<file path="config.mk">
export PLATFORM = sky130hd
export DESIGN_NAME = scan_cycle_seq
export DESIGN_NICKNAME = d
export VERILOG_FILES = /design/src/rtl/scan_cycle_seq_pkg.sv /design/src/rtl/cyc_tick_timer.sv /design/src/rtl/cyc_slot_pick.sv /design/src/rtl/scan_cycle_seq.sv
export SDC_FILE = /design/constraint.sdc
export NUM_CORES = 1
export LEC_CHECK = 0
export ABC_AREA = 1
export BUFFER_PORTS_ARGS = -buffer_cell sky130_fd_sc_hd__buf_2
export CAP_MARGIN = 20
export CELL_PAD_IN_SITES_DETAIL_PLACEMENT = 0
export CELL_PAD_IN_SITES_GLOBAL_PLACEMENT = 2
export CORE_UTILIZATION = 29
export CTS_CLUSTER_DIAMETER = 100
export CTS_CLUSTER_SIZE = 28
export DETAILED_ROUTE_END_ITERATION = 12
export PLACE_DENSITY = 0.93
export SYNTH_ARGS = -nofsm -noshare
export SYNTH_HDL_FRONTEND = slang
export SYNTH_SLANG_ARGS = --single-unit
</file>
<file path="constraint.sdc">
create_clock -name clk -period 5.6 [get_ports clk]
set_input_delay 0.56 -clock clk [delete_from_list [all_inputs] [get_ports clk]]
set_output_delay 0.56 -clock clk [all_outputs]
set_load 0.05 [all_outputs]
</file>
<file path="src/rtl/scan_cycle_seq_pkg.sv">
// Shared types for the scan-execute cycle sequencer.
// Assumes nothing beyond one enum holding the phase state.
package scan_cycle_seq_pkg;
    typedef enum logic [2:0] {
        ST_IDLE,
        ST_SCAN,
        ST_VERIFY,
        ST_UPDATE,
        ST_ALG,
        ST_OUT
    } cyc_state_t;
endpackage

</file>
<file path="src/rtl/cyc_tick_timer.sv">
// Down-counter for the internally timed phases.
// A load sets the count to (length - 1). The count steps down while run_i is high,
// and zero_o marks the last cycle of the phase. A load overrides run.
module cyc_tick_timer #(
    parameter int W = 16
) (
    input  logic         clk,
    input  logic         rst_n,
    input  logic         load_i,
    input  logic [W-1:0] load_val_i,
    input  logic         run_i,
    output logic         zero_o
);
    logic [W-1:0] cnt_q;

    // Load a new phase length, or count the current one down.
    always_ff @(posedge clk) begin
        if (!rst_n)                     cnt_q <= '0;
        else if (load_i)                cnt_q <= load_val_i;
        else if (run_i && cnt_q != '0)  cnt_q <= cnt_q - 1'b1;
    end

    assign zero_o = (cnt_q == '0);
endmodule

</file>
<file path="src/rtl/cyc_slot_pick.sv">
// Finds the lowest enabled slot whose index is at or above from_i.
// Purely combinational. A from_i equal to N means no slot is left.
module cyc_slot_pick #(
    parameter int N  = 32,
    parameter int IW = $clog2(N)
) (
    input  logic [N-1:0] mask_i,
    input  logic [IW:0]  from_i,
    output logic         found_o,
    output logic [IW-1:0] idx_o
);
    // Scan from the top slot down so that the lowest match is the one kept.
    always_comb begin
        found_o = 1'b0;
        idx_o   = '0;
        for (int k = N - 1; k >= 0; k--) begin
            if (mask_i[k] && ((IW+1)'(k) >= from_i)) begin
                found_o = 1'b1;
                idx_o   = IW'(k);
            end
        end
    end
endmodule

</file>
<file path="src/rtl/scan_cycle_seq.sv">
// Top of the cycle sequencer. It runs scan, an optional timed status check, a timed update
// window, the enabled slots in ascending order, and the output write, once per base trigger.
// Assumes each done input is a pulse given only while its phase is active.
module scan_cycle_seq
    import scan_cycle_seq_pkg::*;
#(
    parameter int NUM_SLOTS      = 32,
    parameter int NVAR_W         = 8,
    parameter int WIN_W          = 16,
    parameter int VERIFY_BASE    = 23,
    parameter int VERIFY_PER_VAR = 4
) (
    input  logic                         clk,
    input  logic                         rst_n,
    input  logic                         trig_i,
    input  logic                         scan_done_i,
    input  logic                         alg_done_i,
    input  logic                         out_done_i,
    input  logic [NUM_SLOTS-1:0]         alg_mask_i,
    input  logic [NVAR_W-1:0]            status_vars_i,
    input  logic [WIN_W-1:0]             win_len_i,
    input  logic                         overrun_clr_i,
    output logic                         scan_start_o,
    output logic                         verify_start_o,
    output logic                         update_start_o,
    output logic                         alg_start_o,
    output logic                         out_start_o,
    output logic [$clog2(NUM_SLOTS)-1:0] alg_idx_o,
    output logic                         busy_o,
    output logic                         overrun_o
);
    localparam int IDX_W   = $clog2(NUM_SLOTS);
    localparam int VER_MAX = VERIFY_BASE + VERIFY_PER_VAR * ((1 << NVAR_W) - 1);
    localparam int VER_W   = $clog2(VER_MAX + 1);
    localparam int TMR_W   = (VER_W > WIN_W) ? VER_W : WIN_W;

    cyc_state_t       state_q, state_nxt;
    logic [IDX_W-1:0] idx_q, idx_nxt;
    logic             enter;
    logic             tmr_load, tmr_zero, tmr_run;
    logic [TMR_W-1:0] tmr_val, ver_len, win_val;
    logic [IDX_W:0]   pick_from;
    logic             pick_found;
    logic [IDX_W-1:0] pick_idx;

    // Phase lengths expressed as timer load values (length - 1).
    assign ver_len = TMR_W'(VERIFY_BASE) + TMR_W'(VERIFY_PER_VAR) * TMR_W'(status_vars_i);
    assign win_val = (win_len_i == '0) ? '0 : TMR_W'(win_len_i) - 1'b1;
    assign tmr_run = (state_q == ST_VERIFY) || (state_q == ST_UPDATE);

    cyc_tick_timer #(.W(TMR_W)) u_timer (
        .clk        (clk),
        .rst_n      (rst_n),
        .load_i     (tmr_load),
        .load_val_i (tmr_val),
        .run_i      (tmr_run),
        .zero_o     (tmr_zero)
    );

    cyc_slot_pick #(.N(NUM_SLOTS), .IW(IDX_W)) u_pick (
        .mask_i  (alg_mask_i),
        .from_i  (pick_from),
        .found_o (pick_found),
        .idx_o   (pick_idx)
    );

    // Next-phase decision, timer loads and slot search origin.
    always_comb begin
        state_nxt = state_q;
        idx_nxt   = idx_q;
        enter     = 1'b0;
        tmr_load  = 1'b0;
        tmr_val   = '0;
        pick_from = '0;
        case (state_q)
            ST_IDLE: if (trig_i) begin
                state_nxt = ST_SCAN;
                enter     = 1'b1;
            end
            ST_SCAN: if (scan_done_i) begin
                enter    = 1'b1;
                tmr_load = 1'b1;
                if (status_vars_i != '0) begin
                    state_nxt = ST_VERIFY;
                    tmr_val   = ver_len - 1'b1;
                end else begin
                    state_nxt = ST_UPDATE;
                    tmr_val   = win_val;
                end
            end
            ST_VERIFY: if (tmr_zero) begin
                state_nxt = ST_UPDATE;
                enter     = 1'b1;
                tmr_load  = 1'b1;
                tmr_val   = win_val;
            end
            ST_UPDATE: begin
                pick_from = '0;
                if (tmr_zero) begin
                    enter     = 1'b1;
                    state_nxt = pick_found ? ST_ALG : ST_OUT;
                    idx_nxt   = pick_found ? pick_idx : idx_q;
                end
            end
            ST_ALG: begin
                pick_from = {1'b0, idx_q} + 1'b1;
                if (alg_done_i) begin
                    enter     = 1'b1;
                    state_nxt = pick_found ? ST_ALG : ST_OUT;
                    idx_nxt   = pick_found ? pick_idx : idx_q;
                end
            end
            ST_OUT: if (out_done_i) state_nxt = ST_IDLE;
            default: state_nxt = ST_IDLE;
        endcase
    end

    // Phase state and current slot index.
    always_ff @(posedge clk) begin
        if (!rst_n) begin
            state_q <= ST_IDLE;
            idx_q   <= '0;
        end else begin
            state_q <= state_nxt;
            idx_q   <= idx_nxt;
        end
    end

    // One-cycle start strobe in the first cycle of each phase.
    always_ff @(posedge clk) begin
        if (!rst_n) begin
            scan_start_o   <= 1'b0;
            verify_start_o <= 1'b0;
            update_start_o <= 1'b0;
            alg_start_o    <= 1'b0;
            out_start_o    <= 1'b0;
        end else begin
            scan_start_o   <= enter && (state_nxt == ST_SCAN);
            verify_start_o <= enter && (state_nxt == ST_VERIFY);
            update_start_o <= enter && (state_nxt == ST_UPDATE);
            alg_start_o    <= enter && (state_nxt == ST_ALG);
            out_start_o    <= enter && (state_nxt == ST_OUT);
        end
    end

    // Sticky overrun: a trigger while busy sets it, the clear input drops it, and set wins.
    always_ff @(posedge clk) begin
        if (!rst_n)                            overrun_o <= 1'b0;
        else if (trig_i && state_q != ST_IDLE) overrun_o <= 1'b1;
        else if (overrun_clr_i)                overrun_o <= 1'b0;
    end

    assign busy_o    = (state_q != ST_IDLE);
    assign alg_idx_o = idx_q;

    AST_ONE_STROBE: assert property (@(posedge clk) disable iff (!rst_n)
        $onehot0({scan_start_o, verify_start_o, update_start_o, alg_start_o, out_start_o}));
    AST_SKIP_VERIFY: assert property (@(posedge clk) disable iff (!rst_n)
        (state_q == ST_SCAN && scan_done_i && status_vars_i == '0) |=> update_start_o);
    AST_ALG_ASCEND: assert property (@(posedge clk) disable iff (!rst_n)
        (alg_start_o && $past(state_q) == ST_ALG) |-> (alg_idx_o > $past(alg_idx_o)));
    AST_SLOT_ENABLED: assert property (@(posedge clk) disable iff (!rst_n)
        (enter && state_nxt == ST_ALG) |-> alg_mask_i[pick_idx]);
    AST_IDLE_AFTER_OUT: assert property (@(posedge clk) disable iff (!rst_n)
        (state_q == ST_OUT && out_done_i) |=> !busy_o);
    AST_OVR_SET: assert property (@(posedge clk) disable iff (!rst_n)
        (trig_i && busy_o) |=> (overrun_o && !scan_start_o));
    AST_OVR_HOLD: assert property (@(posedge clk) disable iff (!rst_n)
        (overrun_o && !overrun_clr_i) |=> overrun_o);
endmodule

</file>
### Word level (Yosys, flattened, before mapping)

Cells that the tools add are included.

| storage, ports and cells | value |
|---|---|
| register bits | 30 |
| input bits | 63 |
| output and inout bits | 12 |

| cells by class | value |
|---|---|
| add/sub/neg operators | 5 |
| $lt $le $gt $ge | 32 |
| equality and inequality tests | 12 |
| multiplexer cells | 93 |
| reduce and logical (&&, ||, !) cells | 51 |

Operators by type and width:

| cell | count |
|---|---|
| $mux 5 | 35 |
| $ge 5x6->1 const A | 16 |
| $mux 16 | 6 |
| $ge 4x6->1 const A | 8 |
| $mux 1 | 40 |
| $logic_and 1x1->1 | 39 |
| $logic_not 16->1 | 2 |
| $pmux 16 s2 | 1 |
| $sub 16x1->16 const B | 2 |
| $ge 3x6->1 const A | 4 |
| $mux 3 | 6 |
| $pmux 3 s6 | 1 |
| $reduce_bool 16->1 | 1 |
| $eq 3x2->1 const B | 4 |
| $eq 3x3->1 const B | 4 |
| $ge 1x6->1 const A | 2 |
| $ge 2x6->1 const A | 2 |
| $sub 11x1->12 const B | 1 |
| $add 5x10->11 const A | 1 |
| $pmux 5 s2 | 1 |
| $reduce_bool 8->1 | 1 |
| $add 5x1->6 const B | 1 |
| $eq 3x1->1 const B | 2 |
| $mux 6 | 1 |
| 9 further kinds | 12 |

### Depth between registers and ports, before layout

Gate-level depths: netlist (run 1).

| logic depth | value |
|---|---|
| word-level depth | 41 |
| mapped depth | 39 |

### Cells and area by module

A second synthesis (run 1) with hierarchy kept.

| second synthesis, totals | value |
|---|---|
| cells, all modules | 638 |
| area, all modules | 3,427.0 um^2 |

By module, submodules not included:

| module | times used | cells each | area each (um^2) | sequential area each (um^2) |
|---|---|---|---|---|
| scan_cycle_seq | 1 | 261 | 1,465.2 | 280.3 |
| cyc_tick_timer | 1 | 211 | 1,189.9 | 320.3 |
| cyc_slot_pick | 1 | 166 | 772.0 | 0.0 |

### Least setup slack after synthesis (run 1)

OpenSTA, ideal clock, no wires.

| timing path | value |
|---|---|
| path kind | reg-to-reg |
| start | register idx_q[0] (netlist: alg_idx_o[0]) |
| end | register idx_q[3] (netlist: alg_idx_o[3]) |
| data arrival time | 2,968 ps |
| required time | 5,534 ps |
| slack | 2,566 ps |
| stages on the path, launching flop included | 22 |
| path buffers | 0 |
| period minus slack after synthesis | 3,034 ps |
| cells stage by stage | dfxtp_1 ha_1 nand2_1 clkinv_1 nand3_1 nand3_2 nand2_2 nor2_1 inv_2 nor2_1 nand3_1 nand2_1 nor2_1 nand3_1 nor3_1 inv_1 nor2_1 nor2_1 inv_2 nor3_1 a32oi_1 nor2_1 |

| on the way | value |
|---|---|
| longest elaborated chain between the ends | 39 |

RTL lines:

| item | RTL line | RTL |
|---|---|---|
| start, declared | scan_cycle_seq.sv:38 | `logic [IDX_W-1:0] idx_q, idx_nxt;` |
| start signal, assigned | scan_cycle_seq.sv:125 | `idx_q <= idx_nxt;` |
| $add 5x1->6 * | scan_cycle_seq.sv:106 | `pick_from = {1'b0, idx_q} + 1'b1;` |
| $mux 6 * | scan_cycle_seq.sv:75 | `case (state_q)` |
| $ge 5x6->1 | cyc_slot_pick.sv:17 | `if (mask_i[k] && ((IW+1)'(k) >= from_i)) begin` |
| $logic_and 1x1->1 | cyc_slot_pick.sv:17 |  |
| $mux 5 or $mux 1 (tied branches) (32 in a row) | cyc_slot_pick.sv:17 |  |
| $mux 5 * | scan_cycle_seq.sv:102, scan_cycle_seq.sv:110 |  |
| $mux 5 (on tied branches) | scan_cycle_seq.sv:107, scan_cycle_seq.sv:99 |  |
| $pmux 5 s2 * | scan_cycle_seq.sv:75 |  |

Mark *: on every way between the ends. The rest lies on a longest branch, timed or not. The select of a mux whose other input is x is not followed.
A chain may end at the register's enable or synchronous reset.

### Final worst setup path (run 1)

| timing path | value |
|---|---|
| start | register idx_q[0] (netlist: alg_idx_o[0]) |
| end | register idx_q[2] (netlist: alg_idx_o[2]) |

Same word-level chain as after synthesis.

==> impl_results.md, run 1 <==
- Hold path depth: 2
- Largest family of logic cells by synthesized area: simple AND/OR/NAND/NOR gates
- WL/cell: 13.2 um
- Critical path class: reg -> reg
- Detailed Route Iter0 Violations: between 150 and 200
- CTS max path bufs: 2
- FMAX: 313 MHz
- Post-CTS setup buffer count: 0
- Final-stage net count: about 670
- Worst R2R Setup Slack: approximately 2.4 ns
- Mapped Cells: between 500 and 600
- RSZ-0062 raised after global routing: no
- Most frequent cells in the layout: nand2_1 (125), nor2_1 (85), buf_2 (74)
- Core Footprint: 9950 um^2
- Sw frac: between 40% and 50%
- Io pins: 75
- Type of the most critical hold path: reg -> reg
- Max IR drop VDD: ~0.00014 V
- Sequential share of power: between 20% and 30%
- CTS Buf Count: 5
- Final wirelength: 9640 um
- Worst EP required: 5.80 ns
- Final hold vios: 0
- # port buffers: between 70 and 80
- # diodes: 0
- Post-synthesis mux area share: 0%
- Relative slew slack: between 40% and 50%
- Syn_area_per_cell: between 5 and 6 um^2
- Worst setup margin: between 2 and 2.5 ns
- Register area share after synthesis: 19.9%
- Synth Area in XOR/XNOR: between 3 and 4%
- Net switching power: 0.000521 W
- Worst reg2reg path depth: 21
- Yosys reg bits: 30
- Placed Area: approximately 3500 um^2
- Cell Rows: 36
- H-tree levels: 2
- CTS tree: yes
- Commonest non-fill, non-tap cell in the layout: nand2_1
- EDFF count, synth: 0
- Die width: approximately 100 um
- Leak: 1.76 nW
- Initial antenna violation count: 0
- Vias/cell: between 4 and 5
- Yosys cell types: between 40 and 50
- DP Worst Slack: approximately 2.5 ns
- Hold Path Sink: overrun_o
- Die Area: about 11,000 um^2
- Hold Buf Count CTS: 0
- CP max FO: 7
- Post-Synth Simple-Gate Area: 42.2%
- CTS resizes: 0
- Worst r2r src: alg_idx_o[0]
- Fraction of layout cells with a size suffix above 1: 19.2%
- Hold Startpoint: overrun_o
- Setup_tns: 0 ns
- Startpoint types: flop
- Initial core utilization: 30.4%
- Clk network pwr share: about a fifth
- Dominant synthesized flop cell: dfxtp_1
- Fin util: 36.7%
- Pin count of the biggest net entering global routing: 18
- Critical Path End Type: flop
- First-pass GRT wire length: 16,100 um
- Vias in the first global route: 3,360
- Power, Total: roughly 0.0011 W
- Worst-Skew Late Latency: ~0.29 ns
- CTS sink cnt: 30
- Vias: 3,555
- Async set or reset register ratio after synthesis: 0%
- Syn nets: about 590
- Internal power: around 0.0006 W
- Final ANT Viol Nets: 0
- 1st-pass router iterations: 5
- Worst r2r dst: alg_idx_o[2]
- Outcome: finished, final reports clean
- Max_cap viols: 0
- Yosys warning total: 0
- Slew of the pin with the lowest slew margin: 0.768 ns
- Mapped Area: between 3000 and 4000 um^2
- PD cells: ~310 nW/um^2
- Comb pwr share: a little over half
- Detailed Place HPWL: 7960 um
- Placer Congestion: 0.905
- Post-synthesis compound-gate area fraction: 20.8%
- Clk root buf: clkbuf_8
- Clock transition at path regs: approximately 0.060 ns
- Final Critical Period: 3.20 ns
- Clock Skew: just under 0.007 ns
- Final setup fails: 0
- Final critical-path share of the clock period: between 50% and 60%
- Final instance area: ~3700 um^2
- Max-slew violations: 0
- Post-Synth Adder-Cell Area: 2.90%
- Residual overflow from global routing: 0
- # DRC: 0
- P&R area growth vs syn: 20.9%
- Die H: between 100 and 150 um
- Gr usage total: 18.1%
- Critical path arrival: 3.39 ns
## registers in the layout, indices dropped and copies added (netlist names)
signal / count
update_start_o: 1
alg_idx_o: 5
out_start_o: 1
scan_start_o: 1
state_q: 3
u_timer.cnt_q: 16
overrun_o: 1
verify_start_o: 1
alg_start_o: 1
## cell usage after synthesis, types with 2 or more instances
| library cell | instances | area share [%] |
|---|---|---|
| xnor2_1 | 6 | 1.7 |
| clkbuf_1 | 3 | 0.37 |
| nor2_1 | 85 | 11 |
| nor4_1 | 5 | 1.0 |
| nor3_1 | 11 | 1.8 |
| nand4_1 | 5 | 1.0 |
| a31oi_1 | 14 | 2.9 |
| o21ai_1 | 3 | 0.50 |
| nand3b_1 | 2 | 0.50 |
| nand3_2 | 3 | 0.99 |
| nor2_4 | 4 | 1.5 |
| dfxtp_1 | 30 | 20 |
| o21ai_2 | 2 | 0.58 |
| a221oi_1 | 4 | 1.2 |
| a21oi_1 | 25 | 4.1 |
| o21bai_1 | 2 | 0.50 |
| o31ai_1 | 4 | 0.99 |
| xor2_1 | 7 | 2.0 |
| o21ai_0 | 36 | 6.0 |
| nand2_1 | 125 | 16 |
| nand2_2 | 6 | 1.2 |
| o211ai_1 | 7 | 1.7 |
| ha_1 | 7 | 2.9 |
| inv_2 | 9 | 1.1 |
| nand3_1 | 26 | 4.3 |
| clkinv_1 | 3 | 0.37 |
| inv_1 | 68 | 8.4 |
## worst max path at each step
stage,start,endpoint,slack (ns),cells past startpoint
3_3_place_gp,alg_idx_o[0],alg_idx_o[3],2.48,20
4_1_cts,alg_idx_o[0],alg_idx_o[3],2.43,20
2_1_floorplan,alg_idx_o[0],alg_idx_o[3],2.57,21
6_report,alg_idx_o[0],alg_idx_o[2],2.40,21
5_1_grt,alg_idx_o[0],alg_idx_o[0],1.99,39
3_5_place_dp,alg_idx_o[0],alg_idx_o[3],2.47,20
## critical path: stages (launching register included)
cell and delay, ns:
dfxtp_1 0.46, ha_1 0.22, nand2_1 0.08, clkinv_1 0.08
nand3_1 0.08, nand3_2 0.14, nand2_2 0.11, nor2_1 0.32
inv_2 0.10, nor2_1 0.25, nand3_1 0.14, nand2_1 0.13
nor2_1 0.05, nand3_1 0.08, nor3_1 0.05, inv_1 0.07
nor2_1 0.05, nor2_1 0.14, inv_2 0.09, nor3_1 0.22
nand2_1 0.11, a21oi_1 0.14
## power by group through the flow
stage	combinational (W)	clock (W)	sequential [W]
after CTS	0.000592	0.000214	0.000318
final	0.000594	0.000210	0.000320
after floorplan	0.000441	0	0.000326
after global placement	0.000587	0	0.000322
after global routing	0.000687	0.000225	0.000331
after detailed placement	0.000589	0	0.000323
## routing by layer
metal	global-route usage, %	vias to the layer above	routed length [um]
met3	2.44	5	498
met4	3.47	0	59
met2	27.5	105	3910
li1	-	1880	-
met5	0	-	0
met1	26.9	1565	5170
## logic make-up after synthesis
| logic type | after synthesis |
|---|---|
| buffers and inverters | 84 |
| DFF | 30 |
| AOI/OAI and AO/OA | 105 |
| adders and majority gates | 7 |
| xor gates and xnor gates | 13 |
| and+or+nand+nor | 282 |
## area by class of cell
cell class | instances | area [um^2]
fill | 1102 | 6300
multi-input combinational | 407 | 2110
clock buffer | 8 | 110
tap | 133 | 166
sequential | 30 | 601
timing repair buffer | 74 | 370
inverter | 80 | 300
## metrics by stage
step	hold WS [ns]	instances
2_1_floorplan	0.480	521
3_3_place_gp	0.452	724
3_5_place_dp	0.457	724
4_1_cts	0.467	732
5_1_grt	0.506	732
6_report	0.465	732
No activity file was read; power rests on OpenSTA's default activity.
==> inputs of run 2 (changes only) <==
- ABC_AREA: 1 -> 0
- CORE_UTILIZATION: 29 -> 28
- PLACE_DENSITY: 0.93 -> 0.86
- clock period: 5.6 -> 2.6 ns (I/O delays scaled with it)
==> impl_results.md, run 2 <==
- Outcome: complete, but fails checks
- Failing checks: design-rule violations, negative setup slack
- Initial antenna violation count: 0 (unchanged)
- Async set or reset register ratio after synthesis: 0% (unchanged)
- Register area share after synthesis: 16.7% (-3.2 points)
- Final wirelength: 14,400 um (+49%)
- Mapped Area: 3600 um^2 (+19%)
- Critical Path End Type: flop
- Detailed Route Iter0 Violations: 248 (+31%)
- Top-count cell post-synth: nor2_1
- Yosys reg bits: 30 (unchanged)
- Residual overflow from global routing: 0 (unchanged)
- Worst path bufs/invs: 3 (-1)
- Placer Congestion: 0.936 (+3.3%)
- Setup_tns: -1.07 ns (-1.07 ns)
- Critical path class: reg -> reg
- Synth area leaders: dfxtp_1 (17%), o21ai_0 (5.4%), nor2_1 (5.2%), a21oi_1 (4.9%), xnor2_1 (3.9%)
- CTS Buf Count: 5 (unchanged)
- Top cells by count, synth: nor2_1 (50), o21ai_0 (39), a21oi_1 (35)
- EDFF count, synth: 0 (unchanged)
- P&R area growth vs syn: 52.3%
- Vias in the first global route: 4,487 (+34%)
- Slowest stage delay, CP: 0.46 ns (about the same)
- Storage cell area: 616 um^2 (+2.5%)
- Io pins: 75 (unchanged)
- Critical path arrival: 2.89 ns (-0.50 ns)
- H-tree levels: 2 (unchanged)
- Most frequent cells in the layout: buf_4 (114), buf_2 (74), nor2_1 (45)
- Leak: 2.27 nW (+29%)
- Placed Area: 4870 um^2 (+37%)
- Max FFs per register: 16 (unchanged)
- Syn nets: 579 (-2.0%)
- Fraction of layout cells with a size suffix above 1: 40.9% (+22 points)
- Final ANT Viol Nets: 0 (unchanged)
- # port buffers: 74 (unchanged)
- Yosys warning total: 0 (unchanged)
- FMAX: 364 MHz (+16%)
- First-pass GRT wire length: 22,500 um (+40%)
- Final Critical Period: 2.75 ns (-0.451 ns)
- Type of the most critical hold path: in -> reg
- Gr usage total: 21.7% (+3.7 points)
- Cell taking the most area after synthesis: dfxtp_1
- Worst-Skew Late Latency: 0.27 ns (-0.02 ns)
- FILL cells: 1,271 (+15%)
- Final instance area: 5480 um^2 (+50%)
- # DRC: 2 (+2)
- Startpoint types: flop
- Final setup fails: 11 (+11)
- Clk root buf: clkbuf_16
- Max-slew violations: 0 (unchanged)
- Worst setup margin: -0.148 ns (-2.55 ns)
- 1st-pass router iterations: 9 (+4)
- Comb pwr share: 63.7% (+11 points)
- Core Footprint: 12,600 um^2 (+26%)
- Slowest CP cell: or4_4
- Max_cap viols: 0 (unchanged)
- CTS tree: yes
- Cells after DPL: 829 (+15%)
- Max IR drop VDD: 0.000638 V (+370%)
- Multi-input gate area in the final layout: 3080 um^2 (+46%)
- Final critical-path share of the clock period: 106% (+49 points)
- PD cells: 653 nW/um^2 (+110%)
- Sw frac: 45.8% (-0.62 points)
- Top cell type's share of synthesized area: 16.7% (-3.2 points)
- Pin count of the biggest net entering global routing: 20 (+2)
- Cell Rows: 41 (+14%)
- CTS max path bufs: 2 (unchanged)
- WL/cell: 16.8 um (+28%)
- Clk network pwr share: 15.2% (-3.5 points)
- Layout Cells excl Fill: 857 (+17%)
- Sequential share of power: 21.1% (-7.4 points)
- Commonest non-fill, non-tap cell in the layout: buf_4
- Cell chain of the critical path: ha_4 > buf_8 > nand3_4 > xor2_4 > buf_6 > o311ai_4 > o211ai_1 > buf_4 > or4_4 > o2111ai_2 > o22ai_1
- Internal power: 0.00194 W (+220%)
- DP Worst Slack: -0.208 ns (-2.67 ns)
- Clock transition at path regs: 0.05 ns (about the same)
- CTS sink cnt: 30 (unchanged)
- Vias: 4,586 (+29%)
- Die H: 115 um (+11%)
- CP max FO: 8 (+1)
- Final-stage net count: 754 (+13%)
- Most flops, register: u_timer.cnt_q
- Yosys cell types: 84 (+83%)
- Detailed Place HPWL: 11,600 um (+45%)
- Relative slew slack: 60.6% (+12 points)
- Initial core utilization: 28.6% (-1.7 points)
- Slew of the pin with the lowest slew margin: 0.591 ns (-0.178 ns)
- Vias/cell: 5.35 (+10%)
- Top delay family on crit path: compound AO/OA/AOI/OAI gates
- Clock Skew: 0.00514 ns (-0.00167 ns)
- Worst EP required: 2.74 ns (-3.06 ns)
- Mapped Cells: 509 (-2.3%)
- Net switching power: 0.00164 W (+210%)
- Dominant synthesized flop cell: dfxtp_1
- Die width: 115 um (+11%)
- # diodes: 0 (unchanged)
- Final hold vios: 0 (unchanged)
- Die Area: 13,300 um^2 (+23%)
- RSZ-0062 raised after global routing: yes
- Hold_ws: 0.270 ns (-0.195 ns)
- Syn_area_per_cell: 7.07 um^2 (+22%)
-- run 2: cell count changes in the layout (fill, tap and decap cells not counted), sizes merged, moves of 10 or more --
cell / previous run / this run
nand2b: 0 / 10
nand2: 132 / 34
nor2: 91 / 50
xnor2: 6 / 16
buf: 74 / 198
o22ai: 1 / 14
inv: 77 / 25
-- run 2: final cells by class --
class,instances,area share (%)
clock buffer,6,2.35
clock inverter,2,0.160
inverter,25,1.71
multi-input combinational,424,56.1
sequential,30,11.2
tap,172,3.93
timing repair buffer,198,24.5
-- run 2: routing by layer --
metal	GRT usage (%)	vias up	part of all wire, %
met4	8.23	0	3.3
met5	0	-	0
li1	-	2268	-
met2	37.7	133	48
met3	1.95	29	4.6
met1	27.8	2156	44
-- run 2: stage by stage --
stage          power [W]  util (%)
2_1_floorplan    0.00215         -
3_3_place_gp     0.00288      38.7
3_5_place_dp     0.00291      38.7
4_1_cts          0.00351      41.4
5_1_grt          0.00388      43.6
6_report         0.00358      43.6
-- run 2: repair_timing --
| action | in CTS | in global routing |
|---|---|---|
| endpoints found under the hold margin | 0 | 0 |
| pin swaps | 15 | 25 |
| gates resized for setup | 31 | 40 |
| hold buffers | 0 | 0 |
| buffers inserted | 7 | 13 |
| endpoints found under the setup margin | 11 | 13 |
-- run 2: path summary, 6_finish.rpt --
path                            slack [ns]         startpoint                 to  cells after the start
worst max register to register       -0.15       alg_idx_o[1]       alg_idx_o[1]                     11
worst max-delay path                 -0.15       alg_idx_o[1]       alg_idx_o[1]                     11
worst min-delay path                  0.27             trig_i          overrun_o                      3
worst min register to register        0.48  u_timer.cnt_q[14]  u_timer.cnt_q[14]                      2
-- run 2: power by group through the flow --
stage | Clock, W | Combinational, W | Sequential (W)
2_1_floorplan | 0 | 0.00136 | 0.000789
3_3_place_gp | 0 | 0.00214 | 0.000746
3_5_place_dp | 0 | 0.00216 | 0.000750
4_1_cts | 0.000553 | 0.00221 | 0.000742
5_1_grt | 0.000574 | 0.00253 | 0.000773
6_report | 0.000543 | 0.00228 | 0.000755
-- run 2: logic make-up (layout without fill, tap and decap cells) --
| family | count (synthesis) | count (layout) | synth area share [%] |
|---|---|---|---|
| buffers and inverters | 55 | 231 | 6.74 |
| DFF | 30 | 30 | 16.7 |
| and+or+nand+nor | 198 | 198 | 29.5 |
| muxes | 1 | 1 | 0.278 |
| adders and majority gates | 8 | 8 | 2.71 |
| AOI/OAI and AO/OA | 186 | 186 | 36.3 |
| xor gates and xnor gates | 31 | 31 | 7.75 |
-- run 2: worst register-to-register path, cell delays in order, from the launching register on --
cell and delay (ns):
dfxtp_4 0.36, ha_4 0.24, buf_8 0.16, nand3_4 0.09
xor2_4 0.19, buf_6 0.13, o311ai_4 0.28, o211ai_1 0.20
buf_4 0.19, or4_4 0.46, o2111ai_2 0.21, o22ai_1 0.11
